<file path="config.mk">
export PLATFORM = sky130hd
export DESIGN_NAME = cmt_timer
export DESIGN_NICKNAME = d
export VERILOG_FILES = /design/src/rtl/cmt_pkg.sv /design/src/rtl/cmt_prescaler.sv /design/src/rtl/cmt_channel.sv /design/src/rtl/cmt_timer.sv
export SDC_FILE = /design/constraint.sdc
export NUM_CORES = 1
export LEC_CHECK = 0
export ABC_AREA = 1
export BUFFER_PORTS_ARGS = -buffer_cell sky130_fd_sc_hd__buf_2
export CAP_MARGIN = 10
export CORE_MARGIN = 2
export CORE_UTILIZATION = 30
export DETAILED_ROUTE_END_ITERATION = 12
export PLACE_DENSITY = 0.46
export SLEW_MARGIN = 20
export SYNTH_ARGS = -nofsm -noshare
export SYNTH_HDL_FRONTEND = slang
export SYNTH_HIERARCHICAL = 1
export SYNTH_SLANG_ARGS = --single-unit
</file>
<file path="constraint.sdc">
create_clock -name clk -period 2.7 [get_ports clk]
set_input_delay 0.54 -clock clk [delete_from_list [all_inputs] [get_ports clk]]
set_output_delay 0.54 -clock clk [all_outputs]
set_load 0.1 [all_outputs]
</file>
<file path="src/rtl/cmt_pkg.sv">
package cmt_pkg;
  // Register map (byte offsets)
  localparam int OFS_RUN    = 0;
  localparam int CH_BASE    = 2;
  localparam int CH_STRIDE  = 6;
  localparam int OFS_CTL    = 0;
  localparam int OFS_COUNT  = 2;
  localparam int OFS_LIMIT  = 4;

  // Control/status bit positions
  localparam int FLAG_BIT   = 7;
  localparam int IE_BIT     = 6;

  typedef enum logic [1:0] {
    DIV_8   = 2'd0,
    DIV_32  = 2'd1,
    DIV_128 = 2'd2,
    DIV_512 = 2'd3
  } div_sel_e;
endpackage

</file>
<file path="src/rtl/cmt_prescaler.sv">
module cmt_prescaler #(
  parameter int SEL_W     = 2,
  parameter int BASE_LOG2 = 3,
  parameter int STEP_LOG2 = 2
) (
  input  logic             clk,
  input  logic             rst_n,
  input  logic             run,
  input  logic [SEL_W-1:0] sel,
  output logic             tick
);
  localparam int NSEL  = 1 << SEL_W;
  localparam int PRE_W = BASE_LOG2 + STEP_LOG2 * (NSEL - 1);

  logic [PRE_W-1:0] pre_q, pre_d;
  logic [PRE_W-1:0] tap_mask;

  // Low bits that must all be ones for the selected divide ratio
  always_comb begin
    tap_mask = ({{(PRE_W-1){1'b0}}, 1'b1} << (BASE_LOG2 + STEP_LOG2 * int'(sel))) - 1'b1;
  end

  always_comb begin
    pre_d = run ? pre_q + 1'b1 : '0;
  end

  always_ff @(posedge clk or negedge rst_n) begin
    if (!rst_n) pre_q <= '0;
    else        pre_q <= pre_d;
  end

  assign tick = run && ((pre_q & tap_mask) == tap_mask);

  // Smallest ratio is 2**BASE_LOG2 > 1, so ticks never come back to back
  assert_tick_spacing_R3: assert property (@(posedge clk) disable iff (!rst_n)
    tick |=> !tick);
  // A stopped divider restarts from zero
  assert_stop_clears_R7: assert property (@(posedge clk) disable iff (!rst_n)
    !run |=> !tick);
endmodule

</file>
<file path="src/rtl/cmt_channel.sv">
module cmt_channel
  import cmt_pkg::*;
#(
  parameter int DW        = 16,
  parameter int SEL_W     = 2,
  parameter int BASE_LOG2 = 3,
  parameter int STEP_LOG2 = 2
) (
  input  logic          clk,
  input  logic          rst_n,
  input  logic          run,
  input  logic          ctl_we,
  input  logic          count_we,
  input  logic          limit_we,
  input  logic [DW-1:0] wdata,
  output logic [DW-1:0] ctl_rd,
  output logic [DW-1:0] count_rd,
  output logic [DW-1:0] limit_rd,
  output logic          irq
);
  logic [DW-1:0]    count_q, count_d;
  logic [DW-1:0]    limit_q, limit_d;
  logic             flag_q, flag_d;
  logic             ie_q, ie_d;
  logic [SEL_W-1:0] sel_q, sel_d;
  logic             tick;
  logic             hit;

  cmt_prescaler #(
    .SEL_W    (SEL_W),
    .BASE_LOG2(BASE_LOG2),
    .STEP_LOG2(STEP_LOG2)
  ) u_pre (
    .clk  (clk),
    .rst_n(rst_n),
    .run  (run),
    .sel  (sel_q),
    .tick (tick)
  );

  assign hit = tick && (count_q == limit_q);

  // Next-state logic
  always_comb begin
    count_d = count_q;
    if (count_we)  count_d = wdata;
    else if (hit)  count_d = '0;
    else if (tick) count_d = count_q + 1'b1;

    limit_d = limit_we ? wdata : limit_q;

    flag_d = flag_q;
    if (hit)                           flag_d = 1'b1;
    else if (ctl_we && !wdata[FLAG_BIT]) flag_d = 1'b0;

    ie_d  = ctl_we ? wdata[IE_BIT]    : ie_q;
    sel_d = ctl_we ? wdata[SEL_W-1:0] : sel_q;
  end

  // State registers
  always_ff @(posedge clk or negedge rst_n) begin
    if (!rst_n) begin
      count_q <= '0;
      limit_q <= '1;
      flag_q  <= 1'b0;
      ie_q    <= 1'b0;
      sel_q   <= '0;
    end else begin
      count_q <= count_d;
      limit_q <= limit_d;
      flag_q  <= flag_d;
      ie_q    <= ie_d;
      sel_q   <= sel_d;
    end
  end

  always_comb begin
    ctl_rd              = '0;
    ctl_rd[FLAG_BIT]    = flag_q;
    ctl_rd[IE_BIT]      = ie_q;
    ctl_rd[SEL_W-1:0]   = sel_q;
  end

  assign count_rd = count_q;
  assign limit_rd = limit_q;
  assign irq      = flag_q && ie_q;

  assert_hold_stopped_R7: assert property (@(posedge clk) disable iff (!rst_n)
    (!run && !count_we) |=> $stable(count_q));
  assert_wrap_on_match_R4: assert property (@(posedge clk) disable iff (!rst_n)
    (hit && !count_we) |=> (count_q == '0) && flag_q);
  assert_flag_sticky_R5: assert property (@(posedge clk) disable iff (!rst_n)
    (flag_q && !(ctl_we && !wdata[FLAG_BIT])) |=> flag_q);
  assert_set_wins_R5: assert property (@(posedge clk) disable iff (!rst_n)
    (hit && ctl_we) |=> flag_q);
endmodule

</file>
<file path="src/rtl/cmt_timer.sv">
module cmt_timer
  import cmt_pkg::*;
#(
  parameter int NCH       = 2,
  parameter int DW        = 16,
  parameter int AW        = 4,
  parameter int SEL_W     = 2,
  parameter int BASE_LOG2 = 3,
  parameter int STEP_LOG2 = 2
) (
  input  logic           clk,
  input  logic           rst_n,
  input  logic [AW-1:0]  addr,
  input  logic           we,
  input  logic [DW-1:0]  wdata,
  output logic [DW-1:0]  rdata,
  output logic [NCH-1:0] irq
);
  // Reset: asserted asynchronously, released on the clock
  logic [1:0] rst_sync_q;
  logic       rst_int_n;

  always_ff @(posedge clk or negedge rst_n) begin
    if (!rst_n) rst_sync_q <= 2'b00;
    else        rst_sync_q <= {rst_sync_q[0], 1'b1};
  end
  assign rst_int_n = rst_sync_q[1];

  // Run-control register
  logic           run_we;
  logic [NCH-1:0] run_q, run_d;

  assign run_we = we && (addr == AW'(OFS_RUN));

  always_comb begin
    run_d = run_we ? wdata[NCH-1:0] : run_q;
  end

  always_ff @(posedge clk or negedge rst_int_n) begin
    if (!rst_int_n) run_q <= '0;
    else            run_q <= run_d;
  end

  // Channels
  logic [NCH-1:0] ctl_we, count_we, limit_we;
  logic [DW-1:0]  ctl_rd   [NCH];
  logic [DW-1:0]  count_rd [NCH];
  logic [DW-1:0]  limit_rd [NCH];

  for (genvar i = 0; i < NCH; i++) begin : g_ch
    localparam int BASE = CH_BASE + CH_STRIDE * i;

    assign ctl_we[i]   = we && (addr == AW'(BASE + OFS_CTL));
    assign count_we[i] = we && (addr == AW'(BASE + OFS_COUNT));
    assign limit_we[i] = we && (addr == AW'(BASE + OFS_LIMIT));

    cmt_channel #(
      .DW       (DW),
      .SEL_W    (SEL_W),
      .BASE_LOG2(BASE_LOG2),
      .STEP_LOG2(STEP_LOG2)
    ) u_ch (
      .clk     (clk),
      .rst_n   (rst_int_n),
      .run     (run_q[i]),
      .ctl_we  (ctl_we[i]),
      .count_we(count_we[i]),
      .limit_we(limit_we[i]),
      .wdata   (wdata),
      .ctl_rd  (ctl_rd[i]),
      .count_rd(count_rd[i]),
      .limit_rd(limit_rd[i]),
      .irq     (irq[i])
    );

    assert_irq_tracks_ctl_R6: assert property (@(posedge clk) disable iff (!rst_int_n)
      irq[i] == (ctl_rd[i][FLAG_BIT] && ctl_rd[i][IE_BIT]));
  end

  // Read return
  always_comb begin
    rdata = '0;
    if (addr == AW'(OFS_RUN)) rdata = DW'(run_q);
    for (int i = 0; i < NCH; i++) begin
      if (addr == AW'(CH_BASE + CH_STRIDE * i + OFS_CTL))   rdata = ctl_rd[i];
      if (addr == AW'(CH_BASE + CH_STRIDE * i + OFS_COUNT)) rdata = count_rd[i];
      if (addr == AW'(CH_BASE + CH_STRIDE * i + OFS_LIMIT)) rdata = limit_rd[i];
    end
  end

  assert_single_target_R9: assert property (@(posedge clk) disable iff (!rst_int_n)
    $onehot0({run_we, ctl_we, count_we, limit_we}));
endmodule

</file>
==> impl_metrics.env, run 1 <==
export IMPL_outcome="completed"
export IMPL_die_w_um=154.6
export IMPL_die_area_mm2=0.02390
export IMPL_grt_max_degree=93
export IMPL_place_gp_congestion=0.8662
export IMPL_period_share_pct=89.31
export IMPL_tritoncts="yes"
export IMPL_final_common_cell="nand2_1"
export IMPL_grtUsageTotal_pct=18.48
export IMPL_routed_wl_um=21250
export IMPL_dp_hpwl_um=16080
export IMPL_r2r_end="g_ch[1].u_ch/count_rd[8]"
export IMPL_cts_sinks=94
export IMPL_drt_initial_drc_count=519
export IMPL_worst_ep_required_time_ps=2160
export IMPL_async_flop_share_pct=100.0
export IMPL_post_cts_resize_count=0
export IMPL_r2r_start="g_ch[1].u_ch/u_pre/pre_q[0]"
export IMPL_root_buffer="clkbuf_16"
export IMPL_whs_endpoint="rst_sync_q[1]"
export IMPL_drtAntennaViolNets=0
export IMPL_avgSynthCellArea_um2=6.742
export IMPL_grt_pass1_vias=6070
export IMPL_nets=1071
export IMPL_die_h_um=154.6
export IMPL_io_pins=41
export IMPL_antennaDiodeCount=0
export IMPL_r2r_cells=10
export IMPL_finClkSkew_ps=8.474
export IMPL_whs_ps=356.9
export IMPL_crit_fanout=17
export IMPL_synthToLayoutAreaGrowth_pct=15.71
export IMPL_critical_path_depth=8
export IMPL_cts_buffers=9
export IMPL_worstSetupEndpointType="output pin"
export IMPL_ir_drop_v=0.0003270
export IMPL_cts_max_level=3
export IMPL_nFillCells=2473
export IMPL_ys_ff_latch=94
export IMPL_fin_crit_ps=2411
export IMPL_first_pass_iters=5
export IMPL_critPathKind="primary input to output pin"
export IMPL_hold_buffers=1
export IMPL_vias=6273
export IMPL_start_kind="primary input"
export IMPL_wire_per_inst_um=15.93
export IMPL_grt_pass1_wl_um=34320
export IMPL_via_per_inst=4.702
export IMPL_min_path_cells=0
export IMPL_place_port_buffers=40
export IMPL_drive_gt1_share_pct=16.40
export IMPL_grt_ovfl_total=0
export IMPL_drcViolationCount=0
export IMPL_ys_types=35
export IMPL_max_slew_margin_pct=40.63
export IMPL_final_cell_mix="316 x nand2_1, 114 x nor2_1, 113 x nand3_1"
export IMPL_num_rows=55
export IMPL_finalHoldViolCount=0
export IMPL_critPathBufInv=3
export IMPL_min_from="rst_sync_q[0]"
export IMPL_setup_tns_ps=0
export IMPL_fmax_mhz=414.7
export IMPL_stdcell_area_mm2=0.007871
export IMPL_finalSetupViolCount=0
export IMPL_cp_slowest_stage_delay_ps=250
export IMPL_post_cts_buffers=0
export IMPL_slowest_stage="nor2_8"
export IMPL_path_cells="buf_2, inv_2, nor2_8, nand2_4, nor2_1, nor2_1, nand4_1, buf_12"
export IMPL_core_mm2=0.02243
export IMPL_power_density_mw_per_mm2=691.8
export IMPL_antenna_found_initial=0
export IMPL_insertion_delay_ps=360
export IMPL_crit_arrival_ps=1870
export IMPL_rsz0062_at_grt="false"
export IMPL_worstMarginPinSlew_ps=889.5
export IMPL_multi_input_area_mm2=0.003641
export IMPL_cts_buffer_depth=2
export IMPL_hold_path_class="register to register"
export IMPL_clkTransAtPathRegs_ps=70
export IMPL_p_total_w=0.005445
export IMPL_initial_core_util_pct=30.32
export IMPL_synthCells=1009
export IMPL_slew_violations=0
export IMPL_r2r_slack_ps=360
export IMPL_drv_cap=0
export IMPL_yosysWarnings=6
export IMPL_dpl_cell_area_mm2=0.007473
export IMPL_leakage_nw=3.789
export IMPL_synthFlopType="dfrtp_1"
export IMPL_syn_area_mm2=0.006803
export IMPL_cpMostUsedCell="nor2_1"
export IMPL_synth_edff_count=0
export IMPL_final_seq_area_mm2=0.002396
export IMPL_yosysSeqAreaShare_pct=35.17
export IMPL_critPathTopFamily="simple AND/OR/NAND/NOR gates"
[through the flow]
step	util, %	setup WS, ps	cells
finish	35.09	288.5	1334
global route	35.09	82.49	1334
CTS	35.09	283.8	1334
detailed placement	33.31	299.5	1317
global placement	33.31	285.0	1317
floorplan	-	137.4	1031
[Yosys cell counts, types with 3 or more instances]
cell	number	area [um2]
dfstp_2	32	840.8
nor4_1	3	18.77
ha_1	4	50.05
dfrtp_1	62	1551
nand4_1	16	100.1
buf_2	12	60.06
nor2_4	8	90.09
inv_1	109	409.1
mux2_2	6	67.56
clkbuf_1	10	37.54
nand3_1	113	565.5
buf_6	4	45.04
nand2_2	8	50.05
buf_4	35	262.8
xor2_1	16	140.1
nor2_2	16	100.1
conb_1	3	11.26
inv_2	10	37.54
o21ai_0	38	190.2
nand2_1	316	1186
a21oi_1	20	100.1
nor2_1	115	431.7
a22oi_1	32	240.2
[registers in the layout, summed over array words and instances (netlist names)]
register,cells
g_ch.u_ch/ie_q,2
run_q,2
g_ch.u_ch/count_rd,32
rst_sync_q,2
g_ch.u_ch/flag_q,2
g_ch.u_ch/u_pre/pre_q,18
g_ch.u_ch/sel_q,4
g_ch.u_ch/limit_rd,32
[routing by layer]
metal | track usage, % | up-vias | routed length (um) | part of all wire [%]
met3 | 1.653 | 19 | 744 | 3.5
met1 | 25.85 | 2920 | 10200 | 48
met2 | 30.53 | 120 | 9994 | 47
met4 | 5.291 | 0 | 306 | 1.4
met5 | 0 | - | 0 | 0
li1 | - | 3214 | - | -
[how the worst max path moves through the flow]
stage                                     start                        end  slack, ps
CTS                                     addr[1]                   rdata[7]        280
detailed placement                      addr[1]                   rdata[7]        300
global route        g_ch[1].u_ch/u_pre/pre_q[0]  g_ch[1].u_ch/count_rd[12]         80
finish                                  addr[2]                   rdata[7]        290
floorplan                               addr[1]                   rdata[7]        140
global placement                        addr[1]                   rdata[7]        280
[worst reg2reg max path: stages, from the launching register on]
cell     delay, ps
dfrtp_1        390
nand2_1        100
nor2_4         140
nand3_1         90
a21oi_1        310
inv_1           80
nor2_1         670
inv_1          170
a21oi_1        160
nand3_1         90
nand2_1         60
[area by class of cell]
class | count | share of cell area, %
clock buffers | 10 | 2.909
clock inverters | 6 | 2.019
inverters | 121 | 5.770
multi-input cells | 754 | 46.26
flip-flops and latches | 94 | 30.44
well taps | 285 | 4.530
repair buffers | 64 | 8.075
[kinds of logic (layout without fill, tap and decap cells)]
| logic type | Yosys count | count (layout) | share of synthesized area (%) |
|---|---|---|---|
| AO/OA/AOI/OAI | 96 | 96 | 8.387 |
| adder cells (fa/ha/maj) | 4 | 4 | 0.7357 |
| AND/OR/NAND/NOR | 605 | 605 | 39.49 |
| flip-flops | 94 | 94 | 35.17 |
| buffers and inverters | 183 | 201 | 12.75 |
| other | 3 | 25 | 0.1655 |
| multiplexers | 6 | 6 | 0.9931 |
| XOR/XNOR | 18 | 18 | 2.317 |
[power breakdown]
part,switching (W),internal [W]
Combinational,0.00104,0.000546
Sequential,0.000390,0.00177
Clock,0.000605,0.00110
Total,0.00204,0.00341
No activity file was read; power rests on OpenSTA's default activity.
==> inputs of run 2 (changes only) <==
--- a/config.mk
+++ b/config.mk
@@ -11,7 +11,8 @@
 export CORE_MARGIN = 2
 export CORE_UTILIZATION = 30
 export DETAILED_ROUTE_END_ITERATION = 12
-export PLACE_DENSITY = 0.46
+export MAX_ROUTING_LAYER = met4
+export PLACE_DENSITY = 0.44
 export SLEW_MARGIN = 20
 export SYNTH_ARGS = -nofsm -noshare
 export SYNTH_HDL_FRONTEND = slang
==> constraint.sdc (replaced) <==
create_clock -name clk -period 3.1 [get_ports clk]
set_input_delay 0.62 -clock clk [delete_from_list [all_inputs] [get_ports clk]]
set_output_delay 0.62 -clock clk [all_outputs]
set_load 0.1 [all_outputs]
==> impl_metrics.env, run 2 (synthesis gave the netlist of run 1 again) <==
export IMPL_place_gp_congestion=0.8992
export IMPL_setup_tns_ps=0
export IMPL_hold_path_class="primary input to asynchronous set/reset pin"
export IMPL_post_cts_buffers=0
export IMPL_outcome="completed"
export IMPL_internal_power_w=0.002586
export IMPL_root_buffer="clkbuf_16"
export IMPL_max_slew_margin_pct=46.13
export IMPL_final_cell_mix="316 x nand2_1, 114 x nor2_1, 113 x nand3_1"
export IMPL_antennaDiodeCount=0
export IMPL_r2r_start="g_ch[1].u_ch/u_pre/pre_q[0]"
export IMPL_slowest_stage="nor2_8"
export IMPL_critPathTopFamily="simple AND/OR/NAND/NOR gates"
export IMPL_grt_pass1_vias=6008
export IMPL_die_h_um=154.6
export IMPL_r2r_slack_ps=870
export IMPL_routed_wl_um=21060
export IMPL_period_share_pct=83.17
export IMPL_critPathBufInv=3
export IMPL_drcViolationCount=0
export IMPL_drive_gt1_share_pct=16.19
export IMPL_clkTransAtPathRegs_ps=70
export IMPL_vias=6242
export IMPL_via_per_inst=4.697
export IMPL_drv_cap=0
export IMPL_final_common_cell="nand2_1"
export IMPL_place_port_buffers=40
export IMPL_nets=1066
export IMPL_crit_fanout=17
export IMPL_fin_crit_ps=2578
export IMPL_grt_ovfl_total=0
export IMPL_core_mm2=0.02243
export IMPL_antenna_found_initial=0
export IMPL_swShare_pct=40.92
export IMPL_io_pins=41
export IMPL_grt_max_degree=48
export IMPL_cts_max_level=3
export IMPL_cts_buffers=9
export IMPL_path_cells="buf_2, inv_2, nor2_8, nand2_4, nor2_1, nor2_1, nand4_1, buf_12"
export IMPL_final_seq_area_mm2=0.002396
export IMPL_slew_violations=0
export IMPL_ir_drop_v=0.0002645
export IMPL_worstSetupEndpointType="output pin"
export IMPL_post_cts_resize_count=0
export IMPL_multi_input_area_mm2=0.003641
export IMPL_die_w_um=154.6
export IMPL_cts_buffer_depth=2
export IMPL_die_area_mm2=0.02390
export IMPL_nFillCells=2464
export IMPL_insertion_delay_ps=360
export IMPL_r2r_end="g_ch[1].u_ch/count_rd[4]"
export IMPL_grtUsageTotal_pct=18.89
export IMPL_cpMostUsedCell="nor2_1"
export IMPL_worst_ep_required_time_ps=2480
export IMPL_pwr_share_clk_pct=25.7
export IMPL_worstMarginPinSlew_ps=805.1
export IMPL_place_inst=1313
export IMPL_num_rows=55
export IMPL_cts_sinks=94
export IMPL_power_switching_w=0.001792
export IMPL_drt_initial_drc_count=425
export IMPL_initial_core_util_pct=30.32
export IMPL_finClkSkew_ps=7.833
export IMPL_finalHoldViolCount=0
export IMPL_first_pass_iters=6
export IMPL_hold_buffers=0
export IMPL_power_frac_seq_pct=43.8
export IMPL_grt_pass1_wl_um=33900
export IMPL_cp_slowest_stage_delay_ps=250
export IMPL_rsz0062_at_grt="false"
export IMPL_synthToLayoutAreaGrowth_pct=13.87
export IMPL_fmax_mhz=387.9
export IMPL_finalSetupViolCount=0
export IMPL_dp_hpwl_um=16160
export IMPL_power_frac_comb_pct=30.6
export IMPL_critPathKind="primary input to output pin"
export IMPL_power_density_mw_per_mm2=565.2
export IMPL_start_kind="primary input"
export IMPL_drtAntennaViolNets=0
export IMPL_r2r_cells=11
export IMPL_leakage_nw=3.719
export IMPL_tritoncts="yes"
export IMPL_layout_cells_non_filler=1329
export IMPL_wire_per_inst_um=15.85
export IMPL_crit_arrival_ps=1960
## run 2: cell types whose count changed in the layout (fill, tap and decap cells not counted)
cell           change
clkbuf_8           +1
clkbuf_1           -1
buf_12             +1
clkinv_4           +1
clkinvlp_4         +1
dlygate4sd3_1      -1
inv_6              +3
buf_4              -5
bufinv_16          -5
## run 2: worst max path at each step
stage,startpoint,endpoint,slack [ps],cells past startpoint
6_report,addr[2],rdata[4],520,8
3_5_place_dp,addr[2],rdata[4],530,8
2_1_floorplan,rst_sync_q[1],g_ch[0].u_ch/count_rd[0],340,0
5_1_grt,addr[0],rdata[4],380,7
4_1_cts,addr[2],rdata[4],520,8
3_3_place_gp,addr[2],rdata[7],520,8
## run 2: layout make-up
class | count | area share (%)
Multi-Input combinational cell | 754 | 47.00
Tap cell | 285 | 4.603
Inverter | 121 | 5.863
Clock buffer | 10 | 3.085
Sequential cell | 94 | 30.93
Clock inverter | 6 | 0.6623
Timing Repair Buffer | 59 | 7.850
## run 2: layer usage
metal | track usage [%] | share of wire (%)
met1 | 25.95 | 49
met2 | 29.87 | 47
met3 | 1.737 | 3.2
met4 | 5.291 | 1.3
met5 | - | 0
## run 2: through the flow
stage	instance area (um2)	hold slack, ps	setup slack [ps]	util [%]	total power, W
6_report	7746	26.09	521.8	34.53	0.004378
5_1_grt	7746	15.35	377.4	34.53	0.004701
4_1_cts	7746	10.02	521.8	34.53	0.004430
3_5_place_dp	7456	338.7	530.0	33.23	0.003274
3_3_place_gp	7456	335.3	521.0	33.23	0.003281
2_1_floorplan	6885	324.4	343.7	-	0.002850
## run 2: power groups by stage
stage	logic, W	clock network (W)	registers (W)
2_1_floorplan	0.00108	0	0.00177
3_3_place_gp	0.00134	0	0.00194
3_5_place_dp	0.00134	0	0.00194
4_1_cts	0.00135	0.00117	0.00191
5_1_grt	0.00151	0.00122	0.00197
6_report	0.00134	0.00112	0.00192
